<file path="config.mk">
export PLATFORM = sky130hd
export DESIGN_NAME = lfsr_msg_cipher
export DESIGN_NICKNAME = d
export VERILOG_FILES = /design/src/rtl/cipher_pkg.sv /design/src/rtl/lfsr_keystream.sv /design/src/rtl/msg_frame_buf.sv /design/src/rtl/cipher_ctrl.sv /design/src/rtl/lfsr_msg_cipher.sv
export SDC_FILE = /design/constraint.sdc
export NUM_CORES = 1
export LEC_CHECK = 0
export BUFFER_PORTS_ARGS = -buffer_cell sky130_fd_sc_hd__buf_2
export CAP_MARGIN = 25
export CORE_ASPECT_RATIO = 0.75
export CORE_MARGIN = 3
export CORE_UTILIZATION = 55
export CTS_CLUSTER_SIZE = 8
export DETAILED_ROUTE_END_ITERATION = 16
export PLACE_DENSITY = 0.77
export SETUP_SLACK_MARGIN = 0.05
export SLEW_MARGIN = 20
export SYNTH_ARGS = -nofsm -noshare
export SYNTH_HDL_FRONTEND = slang
export SYNTH_HIERARCHICAL = 1
export SYNTH_SLANG_ARGS = --single-unit
</file>
<file path="constraint.sdc">
create_clock -name clk -period 5.1 [get_ports clk]
set_clock_uncertainty 0.1 [all_clocks]
set_input_delay 1.02 -clock clk [delete_from_list [all_inputs] [get_ports clk]]
set_output_delay 1.02 -clock clk [all_outputs]
set_load 0.05 [all_outputs]
</file>
<file path="src/rtl/cipher_pkg.sv">
package cipher_pkg;

  // Tap pattern lookup; index above 8 has bit 3 cleared first.
  function automatic logic [7:0] tap_lookup(input logic [3:0] idx);
    logic [3:0] f;
    f = idx;
    if (f > 4'd8) f[3] = 1'b0;
    case (f)
      4'd0:    tap_lookup = 8'h60;
      4'd1:    tap_lookup = 8'h48;
      4'd2:    tap_lookup = 8'h78;
      4'd3:    tap_lookup = 8'h72;
      4'd4:    tap_lookup = 8'h6A;
      4'd5:    tap_lookup = 8'h69;
      4'd6:    tap_lookup = 8'h5C;
      4'd7:    tap_lookup = 8'h7E;
      default: tap_lookup = 8'h7B;
    endcase
  endfunction

endpackage

</file>
<file path="src/rtl/lfsr_keystream.sv">
module lfsr_keystream
  import cipher_pkg::*;
#(
  parameter int LFSR_W = 7,
  parameter int SEL_W  = 4
) (
  input  logic              clk,
  input  logic              rst_n,
  input  logic              load,
  input  logic              adv,
  input  logic [LFSR_W-1:0] seed,
  input  logic [SEL_W-1:0]  pat_sel,
  output logic [LFSR_W-1:0] state
);

  localparam logic [LFSR_W-1:0] ONE = LFSR_W'(1);

  logic [LFSR_W-1:0] state_q, state_d;
  logic [LFSR_W-1:0] taps_q, taps_d;
  logic [LFSR_W-1:0] seed_fix;
  logic [LFSR_W-1:0] step;
  logic              fb;
  logic [7:0]        tap_full;

  always_comb begin
    tap_full = tap_lookup(4'(pat_sel));
    seed_fix = (seed == '0) ? ONE : seed;
    fb       = ^(state_q & taps_q);
    step     = {state_q[LFSR_W-2:0], fb};
    state_d  = state_q;
    taps_d   = taps_q;
    if (load) begin
      state_d = seed_fix;
      taps_d  = tap_full[LFSR_W-1:0];
    end else if (adv) begin
      state_d = step;
    end
  end

  always_ff @(posedge clk or negedge rst_n) begin
    if (!rst_n) begin
      state_q <= ONE;
      taps_q  <= '0;
    end else begin
      state_q <= state_d;
      taps_q  <= taps_d;
    end
  end

  assign state = state_q;


  lfsr_nonzero_chk: assert property (@(posedge clk) disable iff (!rst_n)
    state_q != '0);


  lfsr_hold_chk: assert property (@(posedge clk) disable iff (!rst_n)
    (!load && !adv) |=> $stable(state_q));

endmodule

</file>
<file path="src/rtl/msg_frame_buf.sv">
module msg_frame_buf #(
  parameter int CHAR_W    = 8,
  parameter int LEN_W     = 8,
  parameter int MSG_MAX   = 54,
  parameter int FRAME_LEN = 64,
  parameter int PRE_MIN   = 10,
  parameter int PRE_MAX   = 26,
  parameter int AW        = $clog2(MSG_MAX),
  parameter int IDX_W     = $clog2(FRAME_LEN)
) (
  input  logic              clk,
  input  logic              rst_n,
  input  logic              wr_en,
  input  logic [AW-1:0]     wr_addr,
  input  logic [CHAR_W-1:0] wr_data,
  input  logic              lock,
  input  logic              cfg_load,
  input  logic [LEN_W-1:0]  pre_in,
  input  logic [LEN_W-1:0]  len_in,
  input  logic [IDX_W-1:0]  pos,
  output logic [CHAR_W-1:0] frame_char
);

  localparam logic [CHAR_W-1:0] SPACE    = CHAR_W'(8'h20);
  localparam logic [CHAR_W-1:0] CHAR_TOP = CHAR_W'(8'h9F);
  localparam logic [LEN_W-1:0]  PRE_LO   = LEN_W'(PRE_MIN);
  localparam logic [LEN_W-1:0]  PRE_HI   = LEN_W'(PRE_MAX);
  localparam logic [LEN_W-1:0]  LEN_HI   = LEN_W'(MSG_MAX);

  logic [MSG_MAX-1:0][CHAR_W-1:0] ent_bus;
  logic [CHAR_W-1:0] wr_clamped;
  logic [LEN_W-1:0]  pre_q, pre_d, len_q, len_d;
  logic [LEN_W:0]    pos_x, rel;
  logic [AW-1:0]     rel_idx;
  logic              in_msg;
  logic [CHAR_W-1:0] raw_char;

  always_comb begin
    if (wr_data < SPACE)         wr_clamped = SPACE;
    else if (wr_data > CHAR_TOP) wr_clamped = CHAR_TOP;
    else                         wr_clamped = wr_data;
  end

  for (genvar g = 0; g < MSG_MAX; g++) begin : g_ent
    logic              we;
    logic [CHAR_W-1:0] ent_q;
    assign we = wr_en && !lock && (wr_addr == AW'(g));
    always_ff @(posedge clk or negedge rst_n) begin
      if (!rst_n)  ent_q <= SPACE;
      else if (we) ent_q <= wr_clamped;
    end
    assign ent_bus[g] = ent_q;
  end

  always_comb begin
    pre_d = pre_q;
    len_d = len_q;
    if (cfg_load) begin
      if (pre_in < PRE_LO)      pre_d = PRE_LO;
      else if (pre_in > PRE_HI) pre_d = PRE_HI;
      else                      pre_d = pre_in;
      len_d = (len_in > LEN_HI) ? LEN_HI : len_in;
    end
  end

  always_ff @(posedge clk or negedge rst_n) begin
    if (!rst_n) begin
      pre_q <= PRE_LO;
      len_q <= '0;
    end else begin
      pre_q <= pre_d;
      len_q <= len_d;
    end
  end

  always_comb begin
    pos_x   = (LEN_W+1)'(pos);
    rel     = pos_x - {1'b0, pre_q};
    in_msg  = (pos_x >= {1'b0, pre_q}) && (rel < {1'b0, len_q});
    rel_idx = rel[AW-1:0];
    raw_char = SPACE;
    if (in_msg && (rel_idx < AW'(MSG_MAX))) raw_char = ent_bus[rel_idx];
    frame_char = raw_char - SPACE;
  end


  frame_range_chk: assert property (@(posedge clk) disable iff (!rst_n)
    frame_char[CHAR_W-1] == 1'b0);


  pre_range_chk: assert property (@(posedge clk) disable iff (!rst_n)
    (pre_q >= PRE_LO) && (pre_q <= PRE_HI));


  len_range_chk: assert property (@(posedge clk) disable iff (!rst_n)
    len_q <= LEN_HI);

endmodule

</file>
<file path="src/rtl/cipher_ctrl.sv">
module cipher_ctrl #(
  parameter int FRAME_LEN = 64,
  parameter int IDX_W     = $clog2(FRAME_LEN)
) (
  input  logic             clk,
  input  logic             rst_n,
  input  logic             start,
  input  logic             out_ready,
  output logic             out_valid,
  output logic             done,
  output logic             busy,
  output logic             cfg_load,
  output logic             adv,
  output logic [IDX_W-1:0] pos
);

  localparam logic [IDX_W-1:0] LAST = IDX_W'(FRAME_LEN - 1);

  logic             run_q, run_d;
  logic             done_q, done_d;
  logic [IDX_W-1:0] pos_q, pos_d;
  logic             accept, last_acc;

  always_comb begin
    cfg_load = start && !run_q;
    accept   = run_q && out_ready;
    last_acc = accept && (pos_q == LAST);
    run_d    = run_q;
    pos_d    = pos_q;
    done_d   = last_acc;
    if (cfg_load) begin
      run_d = 1'b1;
      pos_d = '0;
    end else if (accept) begin
      if (last_acc) run_d = 1'b0;
      else          pos_d = pos_q + 1'b1;
    end
  end

  always_ff @(posedge clk or negedge rst_n) begin
    if (!rst_n) begin
      run_q  <= 1'b0;
      pos_q  <= '0;
      done_q <= 1'b0;
    end else begin
      run_q  <= run_d;
      pos_q  <= pos_d;
      done_q <= done_d;
    end
  end

  assign out_valid = run_q;
  assign busy      = run_q;
  assign done      = done_q;
  assign adv       = accept;
  assign pos       = pos_q;


  done_pulse_chk: assert property (@(posedge clk) disable iff (!rst_n)
    done |=> !done);


  done_after_last_chk: assert property (@(posedge clk) disable iff (!rst_n)
    (out_valid && out_ready && (pos_q == LAST)) |=> (done && !out_valid));


  start_busy_chk: assert property (@(posedge clk) disable iff (!rst_n)
    (run_q && !out_ready) |=> $stable(pos_q));

endmodule

</file>
<file path="src/rtl/lfsr_msg_cipher.sv">
module lfsr_msg_cipher #(
  parameter int LFSR_W    = 7,
  parameter int SEL_W     = 4,
  parameter int CHAR_W    = 8,
  parameter int LEN_W     = 8,
  parameter int FRAME_LEN = 64,
  parameter int MSG_MAX   = 54,
  parameter int PRE_MIN   = 10,
  parameter int PRE_MAX   = 26,
  parameter int MSG_AW    = $clog2(MSG_MAX)
) (
  input  logic              clk,
  input  logic              rst_n,
  input  logic              start,
  input  logic [SEL_W-1:0]  pat_sel,
  input  logic [LFSR_W-1:0] seed,
  input  logic [LEN_W-1:0]  pre_len,
  input  logic [LEN_W-1:0]  msg_len,
  input  logic              msg_wr,
  input  logic [MSG_AW-1:0] msg_addr,
  input  logic [CHAR_W-1:0] msg_data,
  output logic              out_valid,
  input  logic              out_ready,
  output logic [CHAR_W-1:0] out_data,
  output logic              done
);

  localparam int IDX_W = $clog2(FRAME_LEN);

  logic              busy, cfg_load, adv;
  logic [IDX_W-1:0]  pos;
  logic [LFSR_W-1:0] ks_state;
  logic [CHAR_W-1:0] frame_char;

  cipher_ctrl #(.FRAME_LEN(FRAME_LEN), .IDX_W(IDX_W)) u_ctrl (
    .clk(clk), .rst_n(rst_n), .start(start), .out_ready(out_ready),
    .out_valid(out_valid), .done(done), .busy(busy),
    .cfg_load(cfg_load), .adv(adv), .pos(pos)
  );

  lfsr_keystream #(.LFSR_W(LFSR_W), .SEL_W(SEL_W)) u_ks (
    .clk(clk), .rst_n(rst_n), .load(cfg_load), .adv(adv),
    .seed(seed), .pat_sel(pat_sel), .state(ks_state)
  );

  msg_frame_buf #(
    .CHAR_W(CHAR_W), .LEN_W(LEN_W), .MSG_MAX(MSG_MAX), .FRAME_LEN(FRAME_LEN),
    .PRE_MIN(PRE_MIN), .PRE_MAX(PRE_MAX), .AW(MSG_AW), .IDX_W(IDX_W)
  ) u_buf (
    .clk(clk), .rst_n(rst_n), .wr_en(msg_wr), .wr_addr(msg_addr),
    .wr_data(msg_data), .lock(busy), .cfg_load(cfg_load),
    .pre_in(pre_len), .len_in(msg_len), .pos(pos), .frame_char(frame_char)
  );

  assign out_data = frame_char ^ CHAR_W'(ks_state);


  hold_stall_chk: assert property (@(posedge clk) disable iff (!rst_n)
    (out_valid && !out_ready) |=> (out_valid && $stable(out_data)));


  out_msb_chk: assert property (@(posedge clk) disable iff (!rst_n)
    out_valid |-> (out_data[CHAR_W-1] == 1'b0));

endmodule

</file>
==> reports/metrics.yaml <==
fin_nets: 2140
p_leak_nw: 11.1
route.detailed.drc: 0
reg2regPathDepth: 5
r2r_start: "u_ctrl/busy"
hold_viol_final: 0
pwr-share-comb_pct: 31.2
ctsHoldBuffers: 0
yosys.area.top_type: "dfrtp_1"
grt.total_usage_pct: 28.4
clk_path_buf_depth: 3
ys_warn_count: 6
area_growth_pct: 15.1
whs_path_depth: 1
fmax_ghz: 0.182
syn_area_um2: 21800
drt_wl_total_um: 59100
violations: "negative setup slack"
die_x_um: 236
clk_latency_ns: 0.59
numPortBuffers: 55
slew_viol_final: 0
slew_headroom_pct: 29.7
synthFlopType: "dfrtp_1"
core_um2: 38700
clkPwrFrac_pct: 35.7
first_iter_violations: 1829
dp_hpwl_um: 36800
initial_core_util_pct: 56.3
grt_overflow: 0
worstMarginPinSlew_ns: 1.05
clockRootBuffer: "clkbuf_16"
synthCells: 2031
use_met3_pct: 6.40
cp.required_ns: 3.98
internal_power_mw: 8.01
ys_seq_elements: 470
dr_total_vias: 16362
busiest_layer: "met2"
grt_pass1_wl_um: 92800
antenna_found_initial: 4
synthArstFlopShare_pct: 100
min_to: "u_ks/taps_q[6]"
antenna_violating_nets_post_route: 0
setup_viol: 8
layout-drive-gt1-share_pct: 21.5
mostFrequentLayoutCells: "520 x nand2_1, 413 x dfrtp_1, 391 x o21ai_0, 118 x mux4_2, 71 x clkbuf_16"
clkTransAtPathRegs_ns: 0.05
worstPathMaxFanout: 3
vdd_ir_drop_max_mv: 0.363
syn_area_per_cell_um2: 10.7
layout_commonest_cell: "nand2_1"
hp-class: "reg -> reg"
regToRegSetupSlack_ns: 2.16
grt_pass1_vias: 16452
finalWorstSetupSlack_ns: -0.407
routabilityCongestion: 0.987
placed_area_um2: 22800
timing.rr.end: "u_buf/g_ent[42].ent_q[7]"
critPathCaptureType: "output port"
num_io_pins: 56
crit_path_start_kind: "flop"
die_area_um2: 42100
report.power.total_mw: 11.9
rsz0062_at_grt: "true"
pwr-share-seq_pct: 33.2
postLayoutCellArea_um2: 25100
syn-num-nets: 2097
grt_max_degree: 111
numCtsBuffers: 68
finalCritPeriodShare_pct: 108
use_met2_pct: 44.2
max-cap-violations: 0
status: "finished with violations"
layout_min_cycle_time_ns: 5.51
drtPass1Iterations: 6
synth_top_cell_area_share_pct: 47.4
power_density_nw_per_um2: 474
routed_via_density: 6.19
cp_data_arrival_time_ns: 4.39
switchingPower_mw: 3.88
synth.top_cells.by_area: "dfrtp_1 47%, mux4_2 12%, o21ai_0 9.0%"
crit_type: "reg -> out"
h-tree-depth: 3
yosysSeqAreaShare_pct: 54.3
wire_per_inst_um: 22.4
fp-row-count: 62
min_from: "u_ks/taps_q[6]"
synth-edff-count: 0
cts_sinks: 470
netSwitchingFraction_pct: 32.6
gr-usage-met1_pct: 40.3
dieHeight_um: 178
pre_cts_slack_ns: -0.171
cts_tree: "built"
ys_types: 69
-- area by class of cell --
cell class | count | area (µm²)
inverter | 39 | 149
tap | 512 | 641
clock buffer | 121 | 1970
fill | 2811 | 13600
clock inverter | 4 | 50.0
antenna | 2 | 5.00
timing repair buffer | 120 | 961
sequential | 470 | 11800
multi-input combinational | 1375 | 9480
-- timing repair --
action | CTS | global route
endpoints found under the hold margin | 0 | 0
setup buffers | 4 | 5
pin swaps | 8 | 4
gates resized for setup | 26 | 17
setup endpoints to repair | 8 | 8
-- synth_stat cells (all sizes together) (4+ instances only) --
library cell	n
o21ai	394
mux2i	46
o211ai	4
nand2	521
xnor2	4
ha	19
o22a	4
nor3	19
o31ai	4
or2	9
buf	25
xor2	10
nand2b	10
mux2	40
and3	9
nor2	67
dfstp	57
nand3	4
inv	38
mux4	118
a31oi	9
nor2b	5
a21o	4
dfrtp	413
clkbuf	122
o22ai	5
a21oi	25
-- per-layer routing --
metal  part of all wire [%]  vias to the layer above
met3                    8.6                      117
met1                     42                     8344
li1                       -                     7161
met5                  0.015                        -
met2                     47                      738
met4                    2.6                        2
-- registers in the layout (all words and copies together) (netlist names) --
| register | flops |
|---|---|
| u_ks/taps_q | 7 |
| u_ks/state | 7 |
| u_ctrl/busy | 1 |
| u_buf/pre_q | 8 |
| u_ctrl/pos | 6 |
| u_buf/len_q | 8 |
| u_buf/g_ent.ent_q | 432 |
| u_ctrl/done | 1 |
-- critical path, stage by stage, from the launching register on --
cell and delay [ns]:
dfrtp_1 0.40, ha_4 0.17, fa_4 0.44, nand2b_4 0.17
a21oi_4 0.16, o22ai_2 0.09, xor2_1 0.16, ha_1 0.31
a211o_1 0.25, a21oi_1 0.11, o21ai_1 0.09, a311o_1 0.31
a211oi_4 0.29, and3_4 0.28, ha_4 0.21, inv_4 0.07
xor2_4 0.14, buf_6 0.17
-- kinds of logic after synthesis --
family                   share of synthesized area, %
AO/OA/AOI/OAI                                    11.5
XOR/XNOR                                        0.804
adder cells (fa/ha/maj)                          1.18
buffers and inverters                            3.51
flip-flops                                       54.3
multiplexers                                     16.4
AND/OR/NAND/NOR                                  12.3
-- stage by stage --
stage / setup TNS [ns] / instances / hold WS, ns / utilization (%)
3_3_place_gp: -0.0891 / 2508 / 0.353 / 59.0
2_1_floorplan: 0 / 2031 / 0.337 / -
5_1_grt: -3.20 / 2643 / 0.389 / 64.8
6_report: -2.23 / 2643 / 0.369 / 64.8
4_1_cts: -2.76 / 2637 / 0.366 / 64.5
3_5_place_dp: -0.290 / 2509 / 0.355 / 59.0
-- worst max-delay path by stage --
stage | from | end | slack [ns] | cells past startpoint
after floorplan | u_ctrl/pos[0] | out_data[6] | 0.06 | 18
after global placement | u_buf/pre_q[0] | out_data[6] | -0.08 | 17
after detailed placement | u_buf/pre_q[0] | out_data[6] | -0.17 | 17
after CTS | u_buf/pre_q[0] | out_data[6] | -0.44 | 17
after global routing | u_buf/pre_q[1] | out_data[6] | -0.53 | 17
final | u_buf/pre_q[0] | out_data[6] | -0.41 | 17
-- power groups by stage --
stage          combinational (mW)  clock (mW)  sequential (mW)
6_report                     3.71        4.24             3.95
5_1_grt                      3.91        4.48             3.95
4_1_cts                      3.60        4.30             3.94
3_5_place_dp                 3.47           0             4.00
3_3_place_gp                 3.41           0             3.99
2_1_floorplan                2.45           0             3.99
Power figures use the tool's default switching activity.
